## src/rtl/sio_cfg_pkg.sv

```systemverilog
package sio_cfg_pkg;
  localparam logic [7:0] EXIT_CODE   = 8'hAA;
  localparam logic [7:0] IX_DEVNUM   = 8'h07;
  localparam logic [7:0] IX_CHIP_LO  = 8'h20;
  localparam logic [7:0] IX_CHIP_HI  = 8'h21;
  localparam logic [7:0] IX_VEND_A   = 8'h23;
  localparam logic [7:0] IX_VEND_B   = 8'h24;
  localparam logic [7:0] VEND_A_VAL  = 8'h19;
  localparam logic [7:0] VEND_B_VAL  = 8'h34;
  localparam logic [7:0] IX_BASE_HI  = 8'h60;
  localparam logic [7:0] IX_BASE_LO  = 8'h61;
  localparam logic [7:0] IX_IRQ      = 8'h70;
  localparam logic [7:0] IX_LINE     = 8'hF0;
  localparam logic [7:0] IX_FIFO     = 8'hF6;

  typedef enum logic [1:0] {GATE_SHUT, GATE_HALF, GATE_OPEN} gate_t;

  function automatic logic [7:0] key_of(input int unsigned sel);
    case (sel)
      0:       return 8'h77;
      1:       return 8'hA0;
      2:       return 8'h87;
      default: return 8'h67;
    endcase
  endfunction
endpackage

```

## src/rtl/sio_key_gate.sv

```systemverilog
module sio_key_gate
  import sio_cfg_pkg::*;
#(
  parameter logic [7:0] KEY = 8'h87
) (
  input  logic       clk,
  input  logic       rst_n,
  input  logic       idx_wr,
  input  logic [7:0] idx_data,
  output logic       open
);
  gate_t st;

  always_ff @(posedge clk) begin
    if (!rst_n) begin
      st <= GATE_SHUT;
    end else if (idx_wr) begin
      if (idx_data == EXIT_CODE) begin
        st <= GATE_SHUT;
      end else begin
        case (st)
          GATE_SHUT: st <= (idx_data == KEY) ? GATE_HALF : GATE_SHUT;
          GATE_HALF: st <= (idx_data == KEY) ? GATE_OPEN : GATE_SHUT;
          default:   st <= GATE_OPEN;
        endcase
      end
    end
  end

  assign open = (st == GATE_OPEN);

  p_exit_locks_r3: assert property (@(posedge clk) disable iff (!rst_n)
    (idx_wr && idx_data == EXIT_CODE) |=> !open);

  p_open_by_key_r2: assert property (@(posedge clk) disable iff (!rst_n)
    $rose(open) |-> $past(idx_wr && idx_data == KEY));

  p_half_mismatch_r4: assert property (@(posedge clk) disable iff (!rst_n)
    (st == GATE_HALF && idx_wr && idx_data != KEY) |=> !open);
endmodule

```

## src/rtl/sio_dev_bank.sv

```systemverilog
module sio_dev_bank
  import sio_cfg_pkg::*;
#(
  parameter logic [15:0] BASE_RST = 16'h03F8
) (
  input  logic        clk,
  input  logic        rst_n,
  input  logic        sel,
  input  logic        wr,
  input  logic [7:0]  idx,
  input  logic [7:0]  wdata,
  output logic [7:0]  rdata,
  output logic [15:0] base,
  output logic        irq_share,
  output logic [1:0]  irq_mode,
  output logic [3:0]  rs485,
  output logic [1:0]  clk_sel,
  output logic        fifo_deep,
  output logic        rx_thr4
);
  logic [7:0] base_lo, base_hi, irq_r, line_r, fifo_r;

  always_ff @(posedge clk) begin
    if (!rst_n) begin
      base_lo <= BASE_RST[7:0];
      base_hi <= BASE_RST[15:8];
      irq_r   <= '0;
      line_r  <= '0;
      fifo_r  <= '0;
    end else if (sel && wr) begin
      case (idx)
        IX_BASE_LO: base_lo <= wdata;
        IX_BASE_HI: base_hi <= wdata;
        IX_IRQ:     irq_r   <= wdata;
        IX_LINE:    line_r  <= wdata;
        IX_FIFO:    fifo_r  <= wdata;
        default: ;
      endcase
    end
  end

  always_comb begin
    case (idx)
      IX_BASE_LO: rdata = base_lo;
      IX_BASE_HI: rdata = base_hi;
      IX_IRQ:     rdata = irq_r;
      IX_LINE:    rdata = line_r;
      IX_FIFO:    rdata = fifo_r;
      default:    rdata = 8'h00;
    endcase
  end

  assign base      = {base_hi, base_lo};
  assign irq_share = irq_r[4];
  assign irq_mode  = irq_r[6:5];
  assign rs485     = line_r[5:2];
  assign clk_sel   = line_r[1:0];
  assign fifo_deep = (fifo_r[1:0] == 2'b11);
  assign rx_thr4   = (fifo_r[5:4] == 2'b10);

  p_unsel_stable_r7: assert property (@(posedge clk) disable iff (!rst_n)
    !sel |=> $stable({base_lo, base_hi, irq_r, line_r, fifo_r}));
endmodule

```

## src/rtl/sio_cfg_port.sv

```systemverilog
module sio_cfg_port
  import sio_cfg_pkg::*;
#(
  parameter int unsigned        KEY_SEL  = 2,
  parameter int unsigned        NDEV     = 5,
  parameter logic [15:0]        CHIP_ID  = 16'h0802,
  parameter logic [NDEV*16-1:0] BASE_RST = 80'h0220_02E8_03E8_02F8_03F8
) (
  input  logic                 clk,
  input  logic                 rst_n,
  input  logic                 acc_valid,
  output logic                 acc_ready,
  input  logic                 acc_write,
  input  logic                 acc_offset,
  input  logic [7:0]           acc_wdata,
  output logic                 rsp_valid,
  input  logic                 rsp_ready,
  output logic [7:0]           rsp_data,
  output logic [NDEV*16-1:0]   dev_base,
  output logic [NDEV-1:0]      dev_irq_share,
  output logic [NDEV*2-1:0]    dev_irq_mode,
  output logic [NDEV*4-1:0]    dev_rs485,
  output logic [NDEV*2-1:0]    dev_clk_sel,
  output logic [NDEV-1:0]      dev_fifo_deep,
  output logic [NDEV-1:0]      dev_rx_thr4
);
  localparam logic [7:0] KEY = key_of(KEY_SEL);

  logic       fire, rd_fire, idx_wr, dat_wr, open;
  logic [7:0] index_q, devnum_q, rd_mux, bank_sel_rd;
  logic [7:0] bank_rd [NDEV];

  assign acc_ready = !rsp_valid || rsp_ready;
  assign fire      = acc_valid && acc_ready;
  assign rd_fire   = fire && !acc_write;
  assign idx_wr    = fire && acc_write && !acc_offset;
  assign dat_wr    = fire && acc_write && acc_offset && open;

  sio_key_gate #(.KEY(KEY)) u_gate (
    .clk(clk), .rst_n(rst_n), .idx_wr(idx_wr), .idx_data(acc_wdata), .open(open)
  );

  always_ff @(posedge clk) begin
    if (!rst_n) begin
      index_q  <= '0;
      devnum_q <= '0;
    end else begin
      if (idx_wr && open && acc_wdata != EXIT_CODE) index_q <= acc_wdata;
      if (dat_wr && index_q == IX_DEVNUM) devnum_q <= acc_wdata;
    end
  end

  for (genvar i = 0; i < NDEV; i++) begin : g_bank
    logic sel_i;
    assign sel_i = (devnum_q == 8'(i));
    sio_dev_bank #(.BASE_RST(BASE_RST[16*i +: 16])) u_bank (
      .clk(clk), .rst_n(rst_n), .sel(sel_i), .wr(dat_wr), .idx(index_q),
      .wdata(acc_wdata), .rdata(bank_rd[i]),
      .base(dev_base[16*i +: 16]), .irq_share(dev_irq_share[i]),
      .irq_mode(dev_irq_mode[2*i +: 2]), .rs485(dev_rs485[4*i +: 4]),
      .clk_sel(dev_clk_sel[2*i +: 2]), .fifo_deep(dev_fifo_deep[i]),
      .rx_thr4(dev_rx_thr4[i])
    );
  end

  always_comb begin
    bank_sel_rd = 8'h00;
    for (int i = 0; i < NDEV; i++)
      if (devnum_q == 8'(i)) bank_sel_rd = bank_rd[i];
  end

  always_comb begin
    if (!open) begin
      rd_mux = 8'hFF;
    end else if (!acc_offset) begin
      rd_mux = index_q;
    end else begin
      case (index_q)
        IX_CHIP_LO: rd_mux = CHIP_ID[7:0];
        IX_CHIP_HI: rd_mux = CHIP_ID[15:8];
        IX_VEND_A:  rd_mux = VEND_A_VAL;
        IX_VEND_B:  rd_mux = VEND_B_VAL;
        IX_DEVNUM:  rd_mux = devnum_q;
        default:    rd_mux = bank_sel_rd;
      endcase
    end
  end

  always_ff @(posedge clk) begin
    if (!rst_n) begin
      rsp_valid <= 1'b0;
      rsp_data  <= '0;
    end else if (rd_fire) begin
      rsp_valid <= 1'b1;
      rsp_data  <= rd_mux;
    end else if (rsp_ready) begin
      rsp_valid <= 1'b0;
    end
  end

  p_rsp_hold_r12: assert property (@(posedge clk) disable iff (!rst_n)
    (rsp_valid && !rsp_ready) |=> (rsp_valid && $stable(rsp_data)));

  p_read_answers_r12: assert property (@(posedge clk) disable iff (!rst_n)
    rd_fire |=> rsp_valid);

  p_locked_ff_r5: assert property (@(posedge clk) disable iff (!rst_n)
    (rd_fire && !open) |=> (rsp_data == 8'hFF));
endmodule

```

## config.mk

```make
export PLATFORM = sky130hd
export DESIGN_NAME = sio_cfg_port
export DESIGN_NICKNAME = d
export VERILOG_FILES = /design/src/rtl/sio_cfg_pkg.sv /design/src/rtl/sio_key_gate.sv /design/src/rtl/sio_dev_bank.sv /design/src/rtl/sio_cfg_port.sv
export SDC_FILE = /design/constraint.sdc
export NUM_CORES = 1
export LEC_CHECK = 0
export ABC_CLOCK_PERIOD_IN_PS = 4400
export BUFFER_PORTS_ARGS = -buffer_cell sky130_fd_sc_hd__buf_2
export CAP_MARGIN = 20
export CELL_PAD_IN_SITES_DETAIL_PLACEMENT = 1
export CELL_PAD_IN_SITES_GLOBAL_PLACEMENT = 2
export CORE_MARGIN = 8
export CORE_UTILIZATION = 41
export CTS_BUF_LIST = sky130_fd_sc_hd__clkbuf_2
export CTS_CLUSTER_DIAMETER = 100
export DETAILED_ROUTE_END_ITERATION = 10
export HOLD_SLACK_MARGIN = 0.06
export MAX_ROUTING_LAYER = met4
export PLACE_DENSITY_LB_ADDON = 0.08
export SLEW_MARGIN = 20
export SYNTH_ARGS = -nofsm -noshare
export SYNTH_HDL_FRONTEND = slang
export SYNTH_HIERARCHICAL = 1
export SYNTH_SLANG_ARGS = --single-unit
```

## constraint.sdc

```tcl
create_clock -name clk -period 4.4 [get_ports clk]
set_input_delay 1.32 -clock clk [delete_from_list [all_inputs] [get_ports clk]]
set_output_delay 1.32 -clock clk [all_outputs]
set_load 0.01 [all_outputs]
```

==> run summary, run 1 <==
CTS tree -> built
Initial DRC count -> 567
CP Data Arrival Time -> 4.23 ns
Drt pass-1 iters -> 5
Clk_lat worst skew -> 0.86 ns
Row cnt -> 62
WL/cell -> 22.3 um
Skew final -> 0.0475 ns
Setup TNS -> 0 ns
Routability cong. -> 0.805
Post-CTS resize count -> 0
Nets -> 1423
Global route hottest layer -> met2
CTS clock-pin slew for the worst setup and hold paths -> 0.10 ns
Status -> complete, no violations
Slowest CP cell -> dfxtp_1
Clock group share of total power -> 39.6%
Achievable Freq -> 0.287 GHz
Initial Util -> 41.5%
Hold WC Path Type -> reg2reg
Via count -> 10100
DRC Markers -> 0
Relative slew margins -> 36.0%
CP max stage delay -> 0.84 ns
Vias in the first global route -> 10600
Area of the multi-input gates -> 6630 sq um
Die Width -> 186 um
Crit-path cells -> or4b_1 -> nor3_1 -> a22oi_1 -> o21ai_1 -> mux2i_1 -> o22ai_1 -> o211ai_1 -> a221oi_1
Worst-Margin Slew -> 0.959 ns
Worst Path Max Fanout -> 22
Data required, critical path -> 5.15 ns
Fraction of registers with async set/reset -> 0%
Post-CTS setup repair buffer count -> 0
Clk buf depth -> 3
Clock sink total -> 227
Register area -> 4550 sq um
Mapped Nets -> 1250
Most frequent cell after synthesis -> mux2i_1
Comb power frac -> 4.5%
P_int -> 2.68 mW
Avg Cell Area, Syn -> 9.61 sq um
Final Power -> 3.69 mW
Register share of total power -> 55.9%
GRT Total Usage -> 24.2%
Register area share after synthesis -> 38.3%
Layout cell share with drive strength beyond 1 -> 24.8%
Final WL -> 41000 um
Top-Level Pins -> 159
Synth cell types -> 68
Area contributors post-synth -> dfxtp_1 (38%), mux2i_1 (20%), nor2b_1 (9.6%)
Tmin final -> 3.49 ns
Die ar. -> 34700 sq um
Share of the synthesized area in the top cell type -> 38.3%
CP Capture Type -> flop
Pins Over Slew Limit -> 0
Synth area leader -> dfxtp_1
DP HPWL -> 27500 um
Final hold violation count -> 0
Gate Count Post-Synth -> 1236
Sw Share -> 27.4%
Top_reg_cell synth -> dfxtp_1
# fillers -> 3368
Number of synthesized flops with an enable pin -> 0
PwrDens -> 273 nW/um^2
Met1 Use GR -> 30.6%
Synthesis-to-finish area growth -> 13.6%
Count of final setup violators -> 0
Largest net degree at the start of global routing -> 205
Crit path launch type -> flop
Met3 usage -> 3.85%
Number of port buffers -> 158
Max-cap violation count -> 0
First-pass GRT wire length -> 63200 um
Number of synthesized register bits -> 227
Pleak -> 4.78 nW
VDD IR-drop max -> 130 uV
DRT antenna net count -> 0
Top cells by count, synth -> mux2i_1 (239), dfxtp_1 (227), nor2b_1 (183)
CTS root buffer -> clkbuf_2
Grt ovf -> 0
Number of synthesis warnings -> 6
Initial antenna violation count -> 2
CTS Hold Buffers Added -> 0
GR Util met2 -> 39.6%
Fin crit share -> 79.3%
H-tree Lvls -> 2
Core footprint -> 28600 sq um
Clock buffer count from CTS -> 61
Switching power of the nets -> 1.01 mW
Unrepaired setup endpoints after global routing -> false
Syn Std Cell Area -> 11900 sq um
Die Y -> 186 um
Vias per inst -> 5.48
Crit path kind -> reg2reg
## cell families (layout without fill, tap and decap cells)
group	count (synthesis)	in the layout	share of synthesized area [%]
buf+inv	128	345	5.90
compound gates	211	211	11.8
flops	227	227	38.3
simple gates	429	429	23.6
mux	241	241	20.5
other cells	0	1	0
## power by group through the flow
stage | Sequential, mW | Clock [mW] | Combinational (mW)
detailed placement | 2.11 | 0 | 0.165
global placement | 2.11 | 0 | 0.166
finish | 2.06 | 1.46 | 0.165
global route | 2.06 | 1.64 | 0.173
floorplan | 2.11 | 0 | 0.0644
CTS | 2.06 | 1.53 | 0.166
## flip-flops by register name, indices dropped and copies added (netlist names)
signal,flops
g_bank.u_bank/base_hi,40
g_bank.u_bank/base_lo,40
g_bank.u_bank/fifo_r,40
g_bank.u_bank/irq_r,40
g_bank.u_bank/line_r,40
devnum_q,8
index_q,8
rsp_data,8
u_gate/st,2
rsp_valid,1
## layer usage
metal / part of all wire, % / up-vias
met4: 2.3 / 0
met1: 46 / 4992
met5: 0 / -
met2: 48 / 228
li1: - / 4782
met3: 4.3 / 70
## area by class of cell
class / count / area share, %
antenna: 1 / 0.0185
clock buffer: 96 / 3.56
clock inverter: 11 / 0.306
inverter: 29 / 0.816
multi-input combinational: 881 / 49.1
sequential: 227 / 33.7
tap: 384 / 3.56
timing repair buffer: 209 / 8.90
## stage by stage
stage	worst slack (ns)	hold WS (ns)	utilization [%]	instances	instance area [sq um]
finish	0.911	0.509	47.2	1838	13500
detailed placement	0.444	0.492	45.3	1730	13000
global route	0.657	0.543	47.2	1838	13500
global placement	0.528	0.487	45.3	1730	13000
CTS	0.862	0.513	47.1	1837	13500
floorplan	0.979	0.455	-	1236	11900
## worst paths after layout
kind	startpoint	cells after the start	endpoint	slack, ns
max	index_q[0]	8	rsp_data[1]	0.91
min	g_bank[4].u_bank/base_hi[1]	2	g_bank[4].u_bank/base_hi[1]	0.51
max reg2reg	index_q[0]	8	rsp_data[1]	0.91
min reg2reg	g_bank[4].u_bank/base_hi[1]	2	g_bank[4].u_bank/base_hi[1]	0.51
## cells in the final DEF (no fill, tap or decap), drive strengths merged, types with 3 or more instances in the layout
master,synthesis,layout
nor4,19,19
and4bb,3,3
nand4b,3,3
nand2,72,72
nor3,22,22
a21oi,50,50
or4,12,12
nor2,48,48
o32ai,5,5
nand2b,7,7
nor2b,183,183
o211a,3,3
nand4bb,3,3
o2111ai,3,3
inv,28,29
o221ai,5,5
buf,65,209
clkbuf,34,96
a22oi,30,30
nand4,7,7
dfxtp,227,227
o21ai,59,59
nand3b,7,7
or4b,5,5
or2,6,6
and2,10,10
o211ai,13,13
a211oi,4,4
a32oi,15,15
mux2i,239,239
clkinv,1,11
o22ai,9,9
nand3,13,13
## worst max-delay path, delay by kind of cell (launching register included)
| kind | cells | cell delay, ns |
|---|---|---|
| muxes | 1 | 0.13 |
| and+or+nand+nor | 2 | 1.24 |
| AOI/OAI and AO/OA | 5 | 1.16 |
| DFF | 1 | 0.84 |
No activity file was read; power rests on OpenSTA's default activity.
==> run 2, diff against run 1 <==
--- a/config.mk
+++ b/config.mk
@@ -5,13 +5,14 @@
 export SDC_FILE = /design/constraint.sdc
 export NUM_CORES = 1
 export LEC_CHECK = 0
-export ABC_CLOCK_PERIOD_IN_PS = 4400
+export ABC_AREA = 1
+export ABC_CLOCK_PERIOD_IN_PS = 3600
 export BUFFER_PORTS_ARGS = -buffer_cell sky130_fd_sc_hd__buf_2
 export CAP_MARGIN = 20
 export CELL_PAD_IN_SITES_DETAIL_PLACEMENT = 1
 export CELL_PAD_IN_SITES_GLOBAL_PLACEMENT = 2
 export CORE_MARGIN = 8
-export CORE_UTILIZATION = 41
+export CORE_UTILIZATION = 33
 export CTS_BUF_LIST = sky130_fd_sc_hd__clkbuf_2
 export CTS_CLUSTER_DIAMETER = 100
 export DETAILED_ROUTE_END_ITERATION = 10
==> constraint.sdc (replaced) <==
create_clock -name clk -period 3.6 [get_ports clk]
set_input_delay 1.08 -clock clk [delete_from_list [all_inputs] [get_ports clk]]
set_output_delay 1.08 -clock clk [all_outputs]
set_load 0.01 [all_outputs]
==> run summary, run 2 <==
Pins Over Slew Limit -> 0 (unchanged)
CTS clock-pin slew for the worst setup and hold paths -> 0.08 ns (-0.02 ns)
Initial DRC count -> 617 (+8.8%)
Setup crit start -> index_q[4]
Number of synthesized register bits -> 227 (unchanged)
Tmin final -> 2.76 ns (-0.731 ns)
Final WL -> 51700 um (+26%)
Final hold violation count -> 0 (unchanged)
HP Start -> acc_offset
Clock group share of total power -> 42.2% (+2.6 points)
Unrepaired setup endpoints after global routing -> false
DRT antenna net count -> 0 (unchanged)
CTS Hold Buffers Added -> 0 (unchanged)
Initial Util -> 33.4% (-8.1 points)
Row cnt -> 74 (+19%)
Synth area leader -> dfxtp_1
CP Capture Type -> flop
P_int -> 3.32 mW (+24%)
Crit-path cells -> buf_4 -> nand2_4 -> nor2_8 -> nand2_1 -> o21ai_0 -> inv_1 -> nand2_1 -> nand2_1 -> nand4_1 -> nand2_1 -> a21oi_1
CP Data Arrival Time -> 3.61 ns (-0.62 ns)
Synth cell types -> 33 (-51%)
Clock sink total -> 227 (unchanged)
DP HPWL -> 36500 um (+33%)
First-pass GRT wire length -> 80400 um (+27%)
Top_reg_cell synth -> dfxtp_1
Sw Share -> 29.2% (+1.7 points)
Most frequent cell after synthesis -> nand2_1
Largest net degree at the start of global routing -> 73 (-64%)
H-tree Lvls -> 3 (+1)
Synthesis-to-finish area growth -> 9.74%
Achievable Freq -> 0.363 GHz (+27%)
Pleak -> 8.22 nW (+72%)
Fraction of registers with async set/reset -> 0% (unchanged)
PwrDens -> 314 nW/um^2 (+15%)
Share of the synthesized area in the top cell type -> 33.3% (-4.9 points)
Data required, critical path -> 4.45 ns (-0.70 ns)
Clk buf depth -> 3 (unchanged)
Most frequent cells in the layout -> nand2_1 (593), nor2_1 (488), inv_1 (293)
CP max stage delay -> 0.76 ns (-0.08 ns)
Via count -> 13600 (+36%)
Initial antenna violation count -> 1 (-1)
Switching power of the nets -> 1.37 mW (+35%)
Commonest non-fill, non-tap cell in the layout -> nand2_1
Vias per inst -> 4.74 (-13%)
Register area -> 4540 sq um (about the same)
Gate Count Post-Synth -> 2162 (+75%)
Layout cell share with drive strength beyond 1 -> 18.0% (-6.7 points)
WL/cell -> 18.0 um (-20%)
Clock buffer count from CTS -> 74 (+21%)
Comb power frac -> 4.1% (-0.4 points)
Avg Cell Area, Syn -> 6.31 sq um (-34%)
Status -> complete, no violations
Die Y -> 219 um (+18%)
Area contributors post-synth -> dfxtp_1 (33%), nand2_1 (16%), nor2_1 (13%)
Die Width -> 219 um (+18%)
Post-CTS setup repair buffer count -> 0 (unchanged)
Post-CTS resize count -> 0 (unchanged)
Number of port buffers -> 158 (unchanged)
Crit path kind -> reg2reg
Crit path launch type -> flop
VDD IR-drop max -> 136 uV (+4.9%)
Clk_lat worst skew -> 0.96 ns (+0.10 ns)
Pre-CTS setup slack -> 0.651 ns (+0.207 ns)
Setup TNS -> 0 ns (unchanged)
Core footprint -> 40800 sq um (+43%)
GRT Total Usage -> 21.9% (-2.3 points)
Grt ovf -> 0 (unchanged)
Routability cong. -> 0.854 (+6.2%)
Vias in the first global route -> 14000 (+32%)
Max-cap violation count -> 0 (unchanged)
Worst-Margin Slew -> 0.720 ns (-0.239 ns)
Number of synthesized flops with an enable pin -> 0 (unchanged)
Relative slew margins -> 52.0% (+16 points)
Nets -> 2324 (+63%)
Hold WC Path Type -> in2reg
CTS tree -> built
Die ar. -> 48100 sq um (+39%)
Number of synthesis warnings -> 6 (unchanged)
Register share of total power -> 53.8% (-2.1 points)
Most frequent CP cell -> nand2_1
# fillers -> 5496 (+63%)
Skew final -> 0.0820 ns (+0.0345 ns)
Fin crit share -> 76.6% (-2.7 points)
Syn Std Cell Area -> 13600 sq um (+15%)
Top cells by count, synth -> nand2_1 (593), nor2_1 (488), inv_1 (293)
Drt pass-1 iters -> 4 (-1)
DRC Markers -> 0 (unchanged)
Area of the multi-input gates -> 6940 sq um (+4.6%)
Top-Level Pins -> 159 (unchanged)
Worst Path Max Fanout -> 17 (-23%)
FF-to-FF Start -> index_q[4]
Setup WS post-layout -> 0.842 ns (-0.0686 ns)
Slowest CP cell -> dfxtp_1
Count of final setup violators -> 0 (unchanged)
CTS root buffer -> clkbuf_2
Register area share after synthesis -> 33.3% (-4.9 points)
Mapped Nets -> 2176 (+74%)
## run 2: cell types whose count changed in the layout (fill, tap and decap cells not counted), moves of 157 or more
| cell | change |
|---|---|
| nand2_1 | +521 |
| nor2_1 | +441 |
| inv_1 | +266 |
| mux2i_1 | -239 |
| nor2b_1 | -183 |
| nand3_1 | +157 |
## run 2: worst paths after layout
| path | endpoint | slack [ns] | depth (start not counted) |
|---|---|---|---|
| worst max register to register | rsp_data[0] | 0.84 | 11 |
| worst min-delay path | rsp_data[5] | 0.46 | 3 |
| worst max-delay path | rsp_data[0] | 0.84 | 11 |
| worst min register to register | g_bank[0].u_bank/fifo_r[6] | 0.47 | 2 |
## run 2: cell families after synthesis
| logic type | Yosys count | synth area share (%) |
|---|---|---|
| AND/OR/NAND/NOR | 1400 | 46.8 |
| flip-flops | 227 | 33.3 |
| buffers and inverters | 432 | 15.8 |
| AO/OA/AOI/OAI | 103 | 4.08 |
## run 2: through the flow
step	utilization (%)	cells	hold slack, ns	instance area, sq um	total power, mW
after global routing	36.6	2878	0.414	15000	4.95
after detailed placement	35.3	2766	0.461	14400	2.78
after floorplan	-	2162	0.439	13600	2.64
after global placement	35.3	2766	0.449	14400	2.77
final	36.6	2878	0.459	15000	4.69
after CTS	36.6	2877	0.329	15000	4.82
## run 2: layout make-up
cell class / instances / area share, %
Multi-Input combinational cell: 1503 / 46.4
Sequential cell: 227 / 30.4
Inverter: 314 / 7.97
Timing Repair Buffer: 190 / 7.10
Tap cell: 532 / 4.45
Clock buffer: 108 / 3.61
Clock inverter: 3 / 0.0753
Antenna cell: 1 / 0.0167
## run 2: per-layer routing
metal | global-route usage (%) | wire length (um) | vias to the layer above | share of wire [%]
met5 | - | 0 | - | 0
met4 | 6.74 | 1030 | 0 | 2.0
met3 | 3.65 | 2090 | 73 | 4.0
met2 | 35.8 | 24500 | 242 | 47
met1 | 27.5 | 24000 | 6483 | 47
li1 | - | - | 6850 | -
## run 2: critical path, delay by kind of cell, from the launching register on
family	cells	cell delay (ns)
compound gates	2	0.47
buf+inv	2	0.41
flops	1	0.76
simple gates	7	1.02
## run 2: power groups by stage
stage                     Clock [mW]  Sequential, mW  Combinational [mW]
after floorplan                    0            2.58              0.0576
final                           1.98            2.52               0.190
after global routing            2.22            2.52               0.204
after detailed placement           0            2.58               0.194
after CTS                       2.11            2.52               0.195
after global placement             0            2.58               0.193
==> run 3, diff against run 2 <==
--- a/config.mk
+++ b/config.mk
@@ -6,7 +6,7 @@
 export NUM_CORES = 1
 export LEC_CHECK = 0
 export ABC_AREA = 1
-export ABC_CLOCK_PERIOD_IN_PS = 3600
+export ABC_CLOCK_PERIOD_IN_PS = 2600
 export BUFFER_PORTS_ARGS = -buffer_cell sky130_fd_sc_hd__buf_2
 export CAP_MARGIN = 20
 export CELL_PAD_IN_SITES_DETAIL_PLACEMENT = 1
==> constraint.sdc (replaced) <==
create_clock -name clk -period 2.6 [get_ports clk]
set_input_delay 0.78 -clock clk [delete_from_list [all_inputs] [get_ports clk]]
set_output_delay 0.78 -clock clk [all_outputs]
set_load 0.01 [all_outputs]
==> run summary, run 3 (same netlist as run 2, synthesis figures left out) <==
Vias in the first global route -> 14000 (-0.16%)
Achievable Freq -> 0.418 GHz (+15%)
Slowest CP cell -> dfxtp_1
Design area -> 15400 sq um (+3.0%)
Initial antenna violation count -> 1 (unchanged)
Max-cap violation count -> 0 (unchanged)
Unrepaired setup endpoints after global routing -> false
Grt ovf -> 0 (unchanged)
Clk_lat worst skew -> 0.93 ns (-0.03 ns)
Nets -> 2347 (+0.99%)
Buffers and inverters on the worst path -> 3 (+1)
PwrDens -> 435 nW/um^2 (+39%)
WHS -> 0.226 ns (-0.233 ns)
Die Y -> 219 um (unchanged)
Pins Over Slew Limit -> 0 (unchanged)
Crit path kind -> reg2reg
Fin crit share -> 92.0% (+15 points)
Top-Level Pins -> 159 (unchanged)
Largest net degree at the start of global routing -> 77 (+5.5%)
Clk buf depth -> 3 (unchanged)
Die ar. -> 48100 sq um (unchanged)
WL/cell -> 17.9 um (-0.34%)
DRC Markers -> 0 (unchanged)
Data required, critical path -> 3.41 ns (-1.04 ns)
Routability cong. -> 0.838 (-1.9%)
Clock buffer count from CTS -> 69 (-6.8%)
Row cnt -> 74 (unchanged)
Core footprint -> 40800 sq um (unchanged)
Number of port buffers -> 158 (unchanged)
DRT antenna net count -> 0 (unchanged)
GRT Total Usage -> 22.1% (+0.16 points)
Post-CTS setup repair buffer count -> 0 (unchanged)
Commonest non-fill, non-tap cell in the layout -> nand2_1
Worst-Margin Slew -> 0.608 ns (-0.112 ns)
CTS root buffer -> clkbuf_2
Final WL -> 52000 um (+0.70%)
Crit path launch type -> flop
Layout cell share with drive strength beyond 1 -> 18.7% (+0.71 points)
Synthesis-to-finish area growth -> 13.0%
Initial Util -> 33.4% (unchanged)
Most frequent cells in the layout -> nand2_1 (593), nor2_1 (488), inv_1 (293)
Drt pass-1 iters -> 5 (+1)
Post-CTS resize count -> 0 (unchanged)
Initial DRC count -> 672 (+8.9%)
Via count -> 13700 (+0.48%)
Tmin final -> 2.39 ns (-0.365 ns)
Setup TNS -> 0 ns (unchanged)
Clock sink total -> 227 (unchanged)
Relative slew margins -> 59.5% (+7.5 points)
# fillers -> 5551 (+1.0%)
Final hold violation count -> 0 (unchanged)
Worst Path Max Fanout -> 8 (-9)
DP HPWL -> 36700 um (+0.59%)
CP Capture Type -> flop
Most frequent CP cell -> nand2_1
Count of final setup violators -> 0 (unchanged)
First-pass GRT wire length -> 80500 um (+0.14%)
Status -> complete, no violations
Crit path max-delay family -> simple AND/OR/NAND/NOR gates
Pleak -> 8.42 nW (+2.5%)
Utilization after layout -> 37.7% (+1.1 points)
CTS clock-pin slew for the worst setup and hold paths -> 0.10 ns (+0.02 ns)
VDD IR-drop max -> 187 uV (+37%)
Skew final -> 0.0678 ns (-0.0142 ns)
Die Width -> 219 um (unchanged)
Crit-path cells -> buf_4 -> nand2_1 -> nor2_4 -> nand2_1 -> o21ai_0 -> inv_1 -> nand2_1 -> inv_1 -> nor2_1 -> nor2_1 -> nand2_1 -> nand2_1 -> nand2_1 -> nand2_1 -> a21oi_1
CP Data Arrival Time -> 3.21 ns (-0.40 ns)
Hold WC Path Type -> in2reg
Placed Instance Area -> 14800 sq um (+2.6%)
CTS tree -> built
H-tree Lvls -> 3 (unchanged)
CP max stage delay -> 0.60 ns (-0.16 ns)
Vias per inst -> 4.72 (-0.55%)
run 3: changes by cell type in the layout (fill, tap and decap cells not counted):
cell and change:
diode_2 +1, dlygate4sd3_1 +2, clkinv_1 +5, buf_4 +12
bufinv_16 +2, clkbuf_2 -6, buf_12 +14
run 3: timing repair:
action,CTS,global route
endpoints found under the hold margin,8,0
hold buffers,2,0
endpoints found under the setup margin,0,0
run 3: per-stage QoR:
step                      setup slack [ns]  total power, mW  cells
after floorplan                      0.343             3.65   2162
after global placement              0.0719             3.86   2792
after detailed placement            0.0538             3.86   2792
after CTS                           0.0367             6.86   2906
after global routing               0.00533             7.04   2908
final                                0.207             6.70   2908
run 3: worst paths after layout:
check | from | slack, ns | endpoint | cells after the start
max | index_q[1] | 0.21 | rsp_data[1] | 15
min | acc_write | 0.23 | rsp_valid | 4
max reg2reg | index_q[1] | 0.21 | rsp_data[1] | 15
min reg2reg | g_bank[0].u_bank/fifo_r[6] | 0.47 | g_bank[0].u_bank/fifo_r[6] | 2
run 3: power by group:
| group | internal [mW] | total [mW] | switching, mW |
|---|---|---|---|
| combinational | 0.0643 | 0.286 | 0.222 |
| sequential | 3.48 | 3.49 | 0.00912 |
| clock | 1.22 | 2.92 | 1.70 |
run 3: routing by layer:
layer / vias to the layer above / share of wire, % / wire length, um / GRT usage (%)
li1: 6896 / - / - / -
met1: 6513 / 47 / 24300 / 27.8
met2: 240 / 47 / 24600 / 36.0
met3: 65 / 4.1 / 2120 / 3.68
met4: 0 / 1.9 / 1010 / 6.63
met5: - / 0 / 0 / -
run 3: final cells by class:
cell class,instances,area [sq um],area share [%]
flip-flops and latches,227,4540,29.5
inverters,314,1190,7.74
repair buffers,218,1450,9.43
clock inverters,10,90.1,0.585
well taps,532,666,4.32
diodes,2,5.00,0.0325
multi-input cells,1503,6940,45.1
clock buffers,102,510,3.31
run 3: worst reg2reg max path: stages (launching register included):
cell     delay (ns)
dfxtp_1        0.60
buf_4          0.23
nand2_1        0.09
nor2_4         0.24
nand2_1        0.19
o21ai_0        0.20
inv_1          0.06
nand2_1        0.08
inv_1          0.04
nor2_1         0.11
nor2_1         0.07
nand2_1        0.09
nand2_1        0.06
nand2_1        0.06
nand2_1        0.05
a21oi_1        0.12
